### src/rtl/stepper_seq_pkg.sv
package stepper_seq_pkg;

  localparam int POS_W  = 3;
  localparam int COILS  = 4;
  localparam int FLAG_W = 2;

  typedef logic [POS_W-1:0]  pos_t;
  typedef logic [COILS-1:0]  coil_t;
  typedef logic [FLAG_W-1:0] flag_t;

  localparam pos_t  HOME_POS = '0;
  localparam coil_t ALL_OFF  = '1;

  typedef struct packed {
    logic step;
    logic dir_fwd;
    logic full;
    logic inhibit;
    logic supply_ok;
  } ctl_t;

  // Active-low enables {b2,b1,a2,a1} for each half-step index.
  function automatic coil_t coil_drive_n(pos_t p);
    coil_t d;
    case (p)
      3'd0:    d = 4'b1110;
      3'd1:    d = 4'b1010;
      3'd2:    d = 4'b1011;
      3'd3:    d = 4'b1001;
      3'd4:    d = 4'b1101;
      3'd5:    d = 4'b0101;
      3'd6:    d = 4'b0111;
      default: d = 4'b0110;
    endcase
    return d;
  endfunction

  function automatic flag_t quadrant_gray(pos_t p);
    return {p[2], p[2] ^ p[1]};
  endfunction

endpackage

### src/rtl/stepper_in_sync.sv
module stepper_in_sync #(
  parameter int W      = 5,
  parameter int STAGES = 2
) (
  input  logic         clk,
  input  logic         rst_n,
  input  logic [W-1:0] async_in,
  output logic [W-1:0] sync_out
);
  localparam int LAST = STAGES - 1;

  logic [W-1:0] stage_q [STAGES];

  generate
    for (genvar s = 0; s < STAGES; s++) begin : g_stage
      if (s == 0) begin : g_first
        always_ff @(posedge clk or negedge rst_n) begin
          if (!rst_n) stage_q[s] <= '0;
          else        stage_q[s] <= async_in;
        end
      end else begin : g_next
        always_ff @(posedge clk or negedge rst_n) begin
          if (!rst_n) stage_q[s] <= '0;
          else        stage_q[s] <= stage_q[s-1];
        end
      end
    end
  endgenerate

  assign sync_out = stage_q[LAST];

  initial begin
    assert (STAGES >= 2) else $error("synchroniser needs at least two stages");
  end
endmodule

### src/rtl/stepper_fall_det.sv
module stepper_fall_det (
  input  logic clk,
  input  logic rst_n,
  input  logic level,
  output logic fall
);
  logic level_d;

  always_ff @(posedge clk or negedge rst_n) begin
    if (!rst_n) level_d <= 1'b0;
    else        level_d <= level;
  end

  assign fall = level_d & ~level;

  // a single falling edge yields a one-cycle pulse
  assert_single_pulse_R1: assert property (@(posedge clk) disable iff (!rst_n)
    fall |=> !fall);
endmodule

### src/rtl/stepper_pos_reg.sv
module stepper_pos_reg
  import stepper_seq_pkg::*;
(
  input  logic clk,
  input  logic rst_n,
  input  logic adv,
  input  logic dir_fwd,
  input  logic full,
  input  logic supply_ok,
  output pos_t pos
);
  pos_t mag;
  pos_t next_pos;

  always_comb begin
    mag      = (full && pos[0]) ? pos_t'(2) : pos_t'(1);
    next_pos = dir_fwd ? pos + mag : pos - mag;
  end

  always_ff @(posedge clk or negedge rst_n) begin
    if (!rst_n)          pos <= HOME_POS;
    else if (!supply_ok) pos <= HOME_POS;
    else if (adv)        pos <= next_pos;
  end

  assert_hold_without_edge_R1: assert property (@(posedge clk) disable iff (!rst_n)
    (!adv && supply_ok) |=> $stable(pos));

  assert_edge_moves_R3: assert property (@(posedge clk) disable iff (!rst_n)
    (adv && supply_ok) |=> (pos != $past(pos)));

  assert_full_lands_two_on_R5: assert property (@(posedge clk) disable iff (!rst_n)
    (adv && full && supply_ok) |=> pos[0]);

  assert_low_supply_home_R8: assert property (@(posedge clk) disable iff (!rst_n)
    !supply_ok |=> (pos == HOME_POS));
endmodule

### src/rtl/stepper_out_dec.sv
module stepper_out_dec
  import stepper_seq_pkg::*;
(
  input  logic  clk,
  input  logic  rst_n,
  input  pos_t  pos,
  input  logic  blank,
  output coil_t phase_n,
  output flag_t pos_flag
);
  always_ff @(posedge clk or negedge rst_n) begin
    if (!rst_n) begin
      phase_n  <= ALL_OFF;
      pos_flag <= quadrant_gray(HOME_POS);
    end else begin
      phase_n  <= blank ? ALL_OFF : coil_drive_n(pos);
      pos_flag <= quadrant_gray(pos);
    end
  end

  assert_blank_all_off_R7: assert property (@(posedge clk) disable iff (!rst_n)
    blank |=> (phase_n == ALL_OFF));
endmodule

### src/rtl/stepper_phase_seq.sv
module stepper_phase_seq
  import stepper_seq_pkg::*;
#(
  parameter int SYNC_STAGES = 2
) (
  input  logic       clk,
  input  logic       rst_n,
  input  logic       step_in,
  input  logic       dir_fwd,
  input  logic       full_step,
  input  logic       inhibit,
  input  logic       supply_ok,
  output logic [3:0] phase_n,
  output logic [1:0] pos_flag
);
  localparam int CTL_W = $bits(ctl_t);

  ctl_t raw_ctl;
  ctl_t syn_ctl;
  logic step_fall;
  pos_t pos;
  logic blank;

  assign raw_ctl = '{step: step_in, dir_fwd: dir_fwd, full: full_step,
                     inhibit: inhibit, supply_ok: supply_ok};

  stepper_in_sync #(.W(CTL_W), .STAGES(SYNC_STAGES)) u_sync (
    .clk      (clk),
    .rst_n    (rst_n),
    .async_in (raw_ctl),
    .sync_out (syn_ctl)
  );

  stepper_fall_det u_fall (
    .clk   (clk),
    .rst_n (rst_n),
    .level (syn_ctl.step),
    .fall  (step_fall)
  );

  stepper_pos_reg u_pos (
    .clk       (clk),
    .rst_n     (rst_n),
    .adv       (step_fall),
    .dir_fwd   (syn_ctl.dir_fwd),
    .full      (syn_ctl.full),
    .supply_ok (syn_ctl.supply_ok),
    .pos       (pos)
  );

  assign blank = syn_ctl.inhibit | ~syn_ctl.supply_ok;

  stepper_out_dec u_dec (
    .clk      (clk),
    .rst_n    (rst_n),
    .pos      (pos),
    .blank    (blank),
    .phase_n  (phase_n),
    .pos_flag (pos_flag)
  );

  assert_winding_exclusive_R2: assert property (@(posedge clk) disable iff (!rst_n)
    (phase_n[0] | phase_n[1]) && (phase_n[2] | phase_n[3]));

  assert_at_most_two_on_R2: assert property (@(posedge clk) disable iff (!rst_n)
    $countones(~phase_n) <= 2);
endmodule

### config.mk
export PLATFORM = sky130hd
export DESIGN_NAME = stepper_phase_seq
export DESIGN_NICKNAME = d
export VERILOG_FILES = /design/src/rtl/stepper_seq_pkg.sv /design/src/rtl/stepper_in_sync.sv /design/src/rtl/stepper_fall_det.sv /design/src/rtl/stepper_pos_reg.sv /design/src/rtl/stepper_out_dec.sv /design/src/rtl/stepper_phase_seq.sv
export SDC_FILE = /design/constraint.sdc
export NUM_CORES = 1
export LEC_CHECK = 0
export ABC_AREA = 1
export ABC_CLOCK_PERIOD_IN_PS = 2400
export BUFFER_PORTS_ARGS = -buffer_cell sky130_fd_sc_hd__buf_2
export CORE_ASPECT_RATIO = 1.5
export CORE_MARGIN = 8
export CORE_UTILIZATION = 35
export CTS_BUF_LIST = sky130_fd_sc_hd__clkbuf_4 sky130_fd_sc_hd__clkbuf_8
export DETAILED_ROUTE_END_ITERATION = 10
export HOLD_SLACK_MARGIN = 0.03
export PLACE_DENSITY_LB_ADDON = 0.05
export SLEW_MARGIN = 10
export SYNTH_ARGS = -nofsm -noshare
export SYNTH_HDL_FRONTEND = slang
export SYNTH_SLANG_ARGS = --single-unit
### constraint.sdc
create_clock -name clk -period 2.4 [get_ports clk]
set_input_delay 0.12 -clock clk [delete_from_list [all_inputs] [get_ports clk]]
set_output_delay 0.12 -clock clk [all_outputs]
set_load 0.05 [all_outputs]
==> results of run 1 <==
## how the worst max path moves through the flow
| stage | start | end | slack (ns) | cells past startpoint |
|---|---|---|---|---|
| 3_5_place_dp | u_pos.pos[0] | u_pos.pos[2] | 0.96 | 7 |
| 3_3_place_gp | u_pos.pos[0] | u_pos.pos[2] | 0.99 | 7 |
| 4_1_cts | u_pos.pos[0] | u_pos.pos[2] | 0.94 | 7 |
| 5_1_grt | u_pos.pos[0] | u_pos.pos[2] | 0.83 | 7 |
| 2_1_floorplan | u_pos.pos[0] | u_pos.pos[2] | 1.07 | 7 |
| 6_report | u_pos.pos[0] | u_pos.pos[2] | 0.95 | 7 |
## per-layer routing
layer	GRT usage	vias up
met5	0	-
met4	0.0347	0
met3	0.0339	2
met2	0.113	13
met1	0.0724	220
li1	-	218
## placed cells by master, fill, tap and decap left out
cell type / n
o211ai_1: 1
nand2_1: 12
inv_1: 6
nand2_2: 1
ha_1: 1
bufinv_16: 1
dfrtp_1: 16
dlygate4sd3_1: 6
nand3_1: 6
dfstp_2: 4
clkbuf_4: 3
inv_2: 2
buf_2: 12
nor2_1: 5
o21ai_0: 2
fa_1: 1
## state kept, by name, indices dropped and copies added, names as in the netlist
register and count:
u_dec.phase_n 4, u_dec.pos_flag 2, u_fall.level_d 1, u_pos.pos 3, u_sync.stage_q 5, u_sync.sync_out 5
## critical path, cell delays in order (launching register included)
cell and delay (ns):
dfrtp_1 0.42, nand2_1 0.09, ha_1 0.20, fa_1 0.39, inv_1 0.07, nand3_1 0.07
nand3_1 0.08, nand2_1 0.05
## where the power goes
part,total (mW),internal (mW),switching [mW]
clock network,0.279,0.169,0.110
logic,0.0786,0.0257,0.0529
registers,0.367,0.358,0.00953
total,0.725,0.552,0.173
## cell type report
class                           instances  area share
Timing Repair Buffer                   18       0.136
Multi-Input combinational cell         29       0.170
Tap cell                               21      0.0297
Clock buffer                            3      0.0255
Sequential cell                        20       0.571
Inverter                                8      0.0339
Clock inverter                          1      0.0339
## metrics by stage
step                      power [mW]  hold slack, ns  setup slack, ns
after floorplan                0.421          -0.176             1.07
after global placement         0.444          0.0818            0.986
after detailed placement       0.447          0.0847            0.965
after CTS                      0.729           0.279            0.936
after global routing           0.753           0.319            0.831
final                          0.725           0.254            0.946
## logic make-up after synthesis
family,share of synthesized area
buffers and inverters,0.0438
adders and majority gates,0.0474
DFF,0.737
and+or+nand+nor,0.146
AOI/OAI and AO/OA,0.0256
## what timing repair did
action | 4_1_cts | 5_1_grt
setup buffers | 0 | 0
hold endpoints to repair | 21 | 0
hold buffers | 6 | 0
resized for setup | 0 | 0
==> flow_summary_export.csv, run 1 <==
group,metric,value,unit
cells_and_area,nFillCells,161,
detailed_routing,m1WireLength,474,um
synth,synth_edf_count,0,
floorplan,coreArea,0.00183,mm^2
power,p_leak,0.441,nW
synth,synthesis.area,686,um^2
sta,worstMarginPinSlew,0.422,ns
floorplan,dieArea,0.00366,mm^2
synth,synth-main-ff-cell,"dfrtp_1",
grt,grt_max_degree,21,
cells_and_area,diodes,0,
sta,fin_crit_sh,0.606,
sta,layout_min_cycle_time,1.45,ns
critical_path,r2r-start,"u_pos.pos[0]",
synth,yosysWarnings,0,
sta,timing_hold_violations_final,0,
detailed_routing,firstDrtPassIters,4,
cells_and_area,final_area,885,um^2
run_status,status,"completed",
synth,yosys.area.top_type,"dfrtp_1",
critical_path,worstPathMaxFanout,4,
grt,grtUsageTotal,0.0701,
synth,netlist_top_cells_count,"dfrtp_1 (16), nand2_1 (12), inv_1 (6), nand3_1 (6), nor2_1 (5)",
placed_design,postPlaceCellArea,772,um^2
detailed_routing,wl,1.16,mm
clock_tree,cts_buffer_depth,2,
critical_path,cp.required,2.62,ns
synth,synth_top_area_frac,0.584,
detailed_routing,ant_nets,0,
placed_design,place_hpwl,839,um
cells_and_area,final_cells,100,
sta,setup_tns,0,ns
detailed_routing,wl_per_cell,11.6,um
sta,skew,0.0116,ns
detailed_routing,vias,453,
detailed_routing,highest-signal-layer,"met4",
synth,netlist-cell-type-count,12,
critical_path,crit_arrival,1.67,ns
synth,yosysMostFrequentCell,"dfrtp_1",
power,p_per_area,820,mW/mm^2
floorplan,core.rowCount,19,
floorplan,io_pins,13,
grt,antenna_found_initial,0,
sta,finalSetupViolCount,0,
min_path,hp-class,"in2async",
flow_run,drv_cap,0,
floorplan,dieWidth,52.1,um
critical_path,r2r_end,"u_pos.pos[2]",
synth,avgSynthCellArea,12.0,um^2
cells_and_area,multi_input_area,150,um^2
clock_tree,worstSkewPairLatency,0.31,ns
critical_path,rr_worst_depth,7,
synth,ys_seq_area_frac,0.737,
synth,yosys-top-cells-area,"dfrtp_1 (58%), dfstp_2 (15%), nand2_1 (6.6%)",
floorplan,start_util,0.375,
detailed_routing,wl_met3,104,um
detailed_routing,drcViolationCount,0,
detailed_routing,met2RoutedLength,564,um
sta,maxSlewViolCount,0,
detailed_routing,routed_via_density,4.53,
clock_tree,cts_buffers,3,
detailed_routing,drt-initial-drc-count,19,
critical_path,r2r_setup_slack,0.95,ns
cells_and_area,drive_gt1_frac,0.291,
sta,max_freq,688,MHz
synth,syn-num-nets,66,
cells_and_area,fin_util,0.483,
synth,synthArstFlopShare,1.00,
synth,ys_ff_latch,20,
synth,synthesis.instances,57,
clock_tree,cts_root_buf,"clkbuf_4",
grt,grt_overflow,0,
cells_and_area,area_growth,29.0,%
sta,rsz0062_at_grt,"no",
critical_path,crit_path_end_kind,"flip-flop",
placed_design,dp_cells,90,
critical_path,crit_type,"reg2reg",
grt,grt_pass1_vias,476,
cells_and_area,layout.nets,89,
placed_design,port_buffers,12,
clock_tree,clkSlewWorstSetupHoldPaths,0.12,ns
clock_tree,cts_htree_levels,1,
cells_and_area,seqCellArea,505,um^2
clock_tree,cts_sinks,20,
critical_path,startpoint_type,"flip-flop",
power,ir_worst_vdd,0.430,mV
sta,max_slew_margin,0.719,
grt,grt_pass1_wl,1.98,mm
floorplan,die_y,70.2,um
clock_tree,cts_tree,"done",
placed_design,routabilityCongestion,0.772,
Note: power is estimated with default switching activity, not from simulation.
==> run 2, diff against run 1 <==
--- a/config.mk
+++ b/config.mk
@@ -6,7 +6,7 @@
 export NUM_CORES = 1
 export LEC_CHECK = 0
 export ABC_AREA = 1
-export ABC_CLOCK_PERIOD_IN_PS = 2400
+export ABC_CLOCK_PERIOD_IN_PS = 1350
 export BUFFER_PORTS_ARGS = -buffer_cell sky130_fd_sc_hd__buf_2
 export CORE_ASPECT_RATIO = 1.5
 export CORE_MARGIN = 8
==> constraint.sdc (replaced) <==
create_clock -name clk -period 1.35 [get_ports clk]
set_input_delay 0.0675 -clock clk [delete_from_list [all_inputs] [get_ports clk]]
set_output_delay 0.0675 -clock clk [all_outputs]
set_load 0.05 [all_outputs]
==> flow_summary_export.csv, run 2 (same netlist as run 1, synthesis figures left out) <==
group,metric,value,unit
critical_path,critPathTopFamily,"adder cells",
min_path,hp-class,"in2async",
power,switching_share,0.261,
grt,grt_max_degree,21,
critical_path,crit_arrival,1.59,ns
sta,finalSetupViolCount,2,
detailed_routing,drcViolationCount,0,
power,ir_worst_vdd,0.588,mV
critical_path,crit_chain,"nand2_4 -> ha_4 -> fa_2 -> inv_2 -> nand3_2 -> nand3_1 -> nand2_1",
detailed_routing,ant_nets,0,
sta,timing_hold_violations_final,0,
critical_path,max_stage_delay,0.44,ns
sta,finalWorstSetupSlack,-0.0265,ns
critical_path,rr_worst_depth,7,
clock_tree,cts_buffers,3,
grt,grt_pass1_vias,469,
clock_tree,cts_root_buf,"clkbuf_4",
sta,fin_crit_sh,1.02,
grt,grt_overflow,0,
clock_tree,cts_buffer_depth,2,
power,p_per_area,1240,mW/mm^2
clock_tree,cts_htree_levels,1,
critical_path,worst-path-buf-inv,1,
grt,gr-usage-met2,0.105,
clock_tree,cts_tree,"done",
placed_design,place_hpwl,785,um
detailed_routing,wl_per_cell,11.5,um
run_status,status,"finished, violations left",
power,p_total,1.12,mW
sta,maxSlewViolCount,0,
grt,grtUsageTotal,0.0726,
cells_and_area,layout.nets,90,
grt,grtUsageMet1,0.0790,
critical_path,crit_path_end_kind,"flip-flop",
power,comb_power_share,0.138,
floorplan,die_y,70.2,um
sta,layout_min_cycle_time,1.38,ns
floorplan,dieWidth,52.1,um
critical_path,r2r_end,"u_pos.pos[2]",
clock_tree,cts_sinks,20,
cells_and_area,multi_input_area,178,um^2
sta,max_slew_margin,0.710,
grt,grt_pass1_wl,2.00,mm
critical_path,r2r-start,"u_pos.pos[0]",
power,clkPwrFrac,0.276,
cells_and_area,nFillCells,176,
cells_and_area,final_cell_mix,"dfrtp_1 (15), buf_2 (12), nand2_1 (11), dlygate4sd3_1 (6)",
placed_design,routabilityCongestion,0.763,
grt,grt_use_met3,0.0360,
placed_design,place_ws,-0.0810,ns
detailed_routing,routed_via_density,4.51,
cells_and_area,area_growth,31.0,%
critical_path,r2r_setup_slack,-0.03,ns
grt,antenna_found_initial,0,
floorplan,coreArea,0.00183,mm^2
floorplan,io_pins,13,
critical_path,startpoint_type,"flip-flop",
power,power.switching,0.291,mW
critical_path,cp.required,1.56,ns
run_status,violations,"setup timing",
sta,max_freq,726,MHz
floorplan,start_util,0.375,
cells_and_area,seqCellArea,507,um^2
detailed_routing,vias,456,
critical_path,worstPathMaxFanout,3,
power,p_leak,0.445,nW
detailed_routing,firstDrtPassIters,4,
flow_run,drv_cap,0,
clock_tree,clkSlewWorstSetupHoldPaths,0.11,ns
placed_design,port_buffers,12,
cells_and_area,drive_gt1_frac,0.375,
cells_and_area,diodes,0,
detailed_routing,drt-initial-drc-count,12,
sta,rsz0062_at_grt,"yes",
floorplan,core.rowCount,19,
sta,worstMarginPinSlew,0.435,ns
clock_tree,worstSkewPairLatency,0.30,ns
power,p_seq_frac,0.587,
detailed_routing,wl,1.17,mm
cells_and_area,final_common_cell,"dfrtp_1",
sta,skew,0.0139,ns
power,intPower,0.826,mW
critical_path,crit_type,"reg2reg",
floorplan,dieArea,0.00366,mm^2
critical_path,slowest_stage,"dfrtp_2",
grt,busiest_layer,"met2",
run 2: cell types whose count changed in the layout (fill, tap and decap cells not counted), sizes merged:
| cell | previous run | this run |
|---|---|---|
| bufinv | 1 | 0 |
| clkbuf | 3 | 4 |
| buf | 12 | 13 |
run 2: how the worst max path moves through the flow:
stage                      start            to  slack (ns)  cells after the start
floorplan           u_pos.pos[0]  u_pos.pos[2]        0.02                      7
global placement    u_pos.pos[0]  u_pos.pos[2]       -0.03                      7
detailed placement  u_pos.pos[0]  u_pos.pos[2]       -0.08                      7
CTS                 u_pos.pos[0]  u_pos.pos[1]       -0.02                      5
global route        u_pos.pos[0]  u_pos.pos[1]       -0.10                      5
finish              u_pos.pos[0]  u_pos.pos[2]       -0.03                      7
run 2: layer usage:
layer	vias up	share of wire
li1	220	-
met1	217	0.40
met2	14	0.48
met3	5	0.088
met4	0	0.032
met5	-	0
run 2: worst reg2reg max path, stage by stage, from the launching register on:
cell,delay [ns]
dfrtp_2,0.44
nand2_4,0.07
ha_4,0.16
fa_2,0.37
inv_2,0.07
nand3_2,0.06
nand3_1,0.07
nand2_1,0.05
run 2: what timing repair did:
action / CTS / global route
endpoints found under the hold margin: 25 / 0
gates resized for setup: 3 / 6
pin swaps: 2 / 4
endpoints found under the setup margin: 2 / 2
cloned: 0 / 0
setup buffers: 0 / 0
hold buffers: 6 / 0
run 2: power groups by stage:
stage | registers, mW | clock network, mW | logic (mW)
4_1_cts | 0.653 | 0.324 | 0.149
2_1_floorplan | 0.701 | 0 | 0.0480
6_report | 0.655 | 0.308 | 0.154
3_5_place_dp | 0.664 | 0 | 0.133
3_3_place_gp | 0.663 | 0 | 0.130
5_1_grt | 0.661 | 0.356 | 0.173
run 2: per-stage QoR:
stage	TNS, ns	instance area (um^2)	hold WS [ns]	instances	util
2_1_floorplan	0	686	-0.228	57	-
3_3_place_gp	-0.0324	779	0.0329	91	0.426
3_5_place_dp	-0.0810	779	0.0331	91	0.426
4_1_cts	-0.0371	875	0.230	101	0.478
5_1_grt	-0.177	898	0.263	101	0.491
6_report	-0.0465	898	0.220	101	0.491
run 2: final cells by class:
type	instances	area share
Clock buffer	4	0.0334
Multi-Input combinational cell	29	0.198
Tap cell	21	0.0292
Sequential cell	20	0.564
Inverter	8	0.0334
Timing Repair Buffer	19	0.142
==> run 3, diff against run 2 <==
--- a/config.mk
+++ b/config.mk
@@ -18,4 +18,5 @@
 export SLEW_MARGIN = 10
 export SYNTH_ARGS = -nofsm -noshare
 export SYNTH_HDL_FRONTEND = slang
+export SYNTH_HIERARCHICAL = 1
 export SYNTH_SLANG_ARGS = --single-unit
==> flow_summary_export.csv, run 3 <==
group,metric,value,unit
clock_tree,cts_root_buf,"clkbuf_4",
synth,yosysWarnings,6,
synth,avgSynthCellArea,11.2,um^2
grt,grtUsageTotal,0.0781,
synth,synthArstFlopShare,1.00,
detailed_routing,drt-initial-drc-count,12,
synth,yosys-top-cells-area,"dfrtp_1 (53%), dfstp_2 (14%), nand2_1 (7.5%)",
power,comb_power_share,0.149,
sta,rsz0062_at_grt,"yes",
clock_tree,cts_buffers,3,
floorplan,io_pins,13,
power,ir_worst_vdd,0.541,mV
run_status,violations,"setup timing",
synth,ys_ff_latch,20,
flow_run,drv_cap,0,
placed_design,port_buffers,12,
clock_tree,cts_tree,"done",
critical_path,critPathTopFamily,"adder cells",
synth,syn-num-nets,76,
cells_and_area,final_common_cell,"dfrtp_1",
cells_and_area,area_growth,20.9,%
detailed_routing,drcViolationCount,0,
cells_and_area,layout.nets,96,
detailed_routing,routed_via_density,4.51,
sta,max_freq,711,MHz
synth,synth_top_area_frac,0.532,
sta,setup_tns,-0.0572,ns
critical_path,cp.required,1.58,ns
detailed_routing,vias,483,
floorplan,start_util,0.372,
floorplan,dieArea,0.00392,mm^2
sta,finalWorstSetupSlack,-0.0572,ns
synth,yosys.area.top_type,"dfrtp_1",
critical_path,startpoint_type,"flip-flop",
critical_path,crit_top_cell,"nand2_2",
synth,netlist-cell-type-count,15,
cells_and_area,final_cell_mix,"dfrtp_1 (16), nand2_1 (13), buf_2 (12), inv_1 (8)",
grt,grt_max_degree,21,
sta,timing_hold_violations_final,0,
placed_design,place_hpwl,886,um
critical_path,rr_worst_depth,8,
power,p_seq_frac,0.600,
critical_path,slowest_stage,"dfrtp_1",
critical_path,worstPathMaxFanout,3,
grt,grt_overflow,0,
cells_and_area,fin_util,0.449,
critical_path,r2r_setup_slack,-0.06,ns
critical_path,max_stage_delay,0.40,ns
grt,antenna_found_initial,0,
power,p_per_area,1200,mW/mm^2
detailed_routing,wl_per_cell,11.3,um
critical_path,r2r-start,"u_pos/pos[0]",
synth,synth_edf_count,0,
clock_tree,cts_sinks,20,
placed_design,dp_cells,97,
placed_design,routabilityCongestion,0.797,
floorplan,core.rowCount,20,
critical_path,crit_type,"reg2reg",
cells_and_area,diodes,0,
clock_tree,cts_htree_levels,1,
cells_and_area,nFillCells,200,
critical_path,crit_path_end_kind,"flip-flop",
detailed_routing,firstDrtPassIters,4,
clock_tree,cts_buffer_depth,2,
detailed_routing,wl,1.20,mm
synth,synthesis.instances,67,
sta,worstMarginPinSlew,0.426,ns
power,clkPwrFrac,0.251,
synth,synth-main-ff-cell,"dfrtp_1",
detailed_routing,ant_nets,0,
grt,grt_pass1_wl,2.21,mm
sta,skew,0.0100,ns
run_status,status,"finished, violations left",
critical_path,r2r_end,"u_pos/pos[2]",
power,intPower,0.799,mW
floorplan,coreArea,0.00203,mm^2
sta,finalSetupViolCount,1,
power,switching_share,0.269,
clock_tree,worstSkewPairLatency,0.30,ns
synth,yosysMostFrequentCell,"dfrtp_1",
synth,synthesis.area,753,um^2
power,power.switching,0.294,mW
cells_and_area,final_cells,107,
sta,maxSlewViolCount,0,
cells_and_area,drive_gt1_frac,0.388,
synth,netlist_top_cells_count,"dfrtp_1 (16), nand2_1 (15), inv_1 (9)",
critical_path,crit_chain,"nand2_2 -> ha_2 -> fa_2 -> inv_2 -> nand2_2 -> nand4_1 -> nand2_1 -> nor2_1",
floorplan,die_y,72.8,um
synth,ys_seq_area_frac,0.671,
grt,grt_pass1_vias,552,
sta,fin_crit_sh,1.04,
sta,hold_ws,0.225,ns
clock_tree,clkSlewWorstSetupHoldPaths,0.11,ns
critical_path,crit_arrival,1.64,ns
floorplan,dieWidth,53.9,um
critical_path,worst-path-buf-inv,1,
min_path,hp-class,"in2async",
sta,layout_min_cycle_time,1.41,ns
power,p_leak,0.454,nW
sta,max_slew_margin,0.716,
power,p_total,1.09,mW
==> run 3: changes by cell type after synthesis, sizes merged <==
cell and delta:
o21ai -2, nor2 -3, inv +3, a21oi +1, o211ai -1, nand3 +1
nand2 +5, buf +5, nand4 +1
==> run 3: metal layers <==
layer / vias to the layer above / share of wire / track usage
li1: 234 / - / -
met1: 231 / 0.33 / 0.0623
met2: 16 / 0.56 / 0.136
met3: 2 / 0.095 / 0.0306
met4: 0 / 0.014 / 0.0676
met5: - / 0 / 0
==> run 3: worst max-delay path by stage <==
| stage | from | to | slack (ns) | depth (start not counted) |
|---|---|---|---|---|
| floorplan | u_sync/sync_out[2] | u_pos/pos[2] | -0.009 | 10 |
| global placement | u_pos/pos[0] | u_pos/pos[2] | -0.05 | 9 |
| detailed placement | u_pos/pos[0] | u_pos/pos[2] | -0.1 | 9 |
| CTS | u_pos/pos[0] | u_pos/pos[2] | -0.09 | 9 |
| global route | u_pos/pos[0] | u_pos/pos[2] | -0.13 | 8 |
| finish | u_pos/pos[0] | u_pos/pos[2] | -0.06 | 8 |
==> run 3: kinds of logic after synthesis <==
group / after synthesis / synth area share
buffers and inverters: 16 / 0.105
AOI/OAI and AO/OA: 1 / 0.00664
and+or+nand+nor: 28 / 0.174
adders and majority gates: 2 / 0.0432
DFF: 20 / 0.671
==> run 3: cell type report <==
class | instances | area (um^2) | share of cell area
clock buffers | 3 | 22.5 | 0.0247
inverters | 11 | 41.3 | 0.0453
multi-input cells | 31 | 179 | 0.196
flip-flops and latches | 20 | 505 | 0.555
well taps | 22 | 27.5 | 0.0302
repair buffers | 20 | 135 | 0.148
==> run 3: repair_timing <==
action,4_1_cts,5_1_grt
endpoints found under the hold margin,21,0
pin swaps,6,1
setup buffers,1,0
endpoints found under the setup margin,2,2
hold buffers,6,0
resized for setup,3,1
==> run 3: metrics by stage <==
stage | instance area [um^2] | setup WS, ns
floorplan | 756 | -0.00876
CTS | 908 | -0.0928
detailed placement | 813 | -0.0992
global placement | 813 | -0.0480
finish | 911 | -0.0572
global route | 911 | -0.128
==> run 3: power by group through the flow <==
stage / Clock, mW / Sequential [mW] / Combinational (mW)
final: 0.275 / 0.656 / 0.163
after global routing: 0.320 / 0.660 / 0.184
after CTS: 0.299 / 0.656 / 0.167
after detailed placement: 0 / 0.668 / 0.148
after global placement: 0 / 0.667 / 0.145
after floorplan: 0 / 0.705 / 0.0676
==> run 3: worst reg2reg max path, stage by stage, from the launching register on <==
cell	delay, ns
dfrtp_1	0.40
nand2_2	0.07
ha_2	0.17
fa_2	0.37
inv_2	0.07
nand2_2	0.05
nand4_1	0.07
nand2_1	0.05
nor2_1	0.09
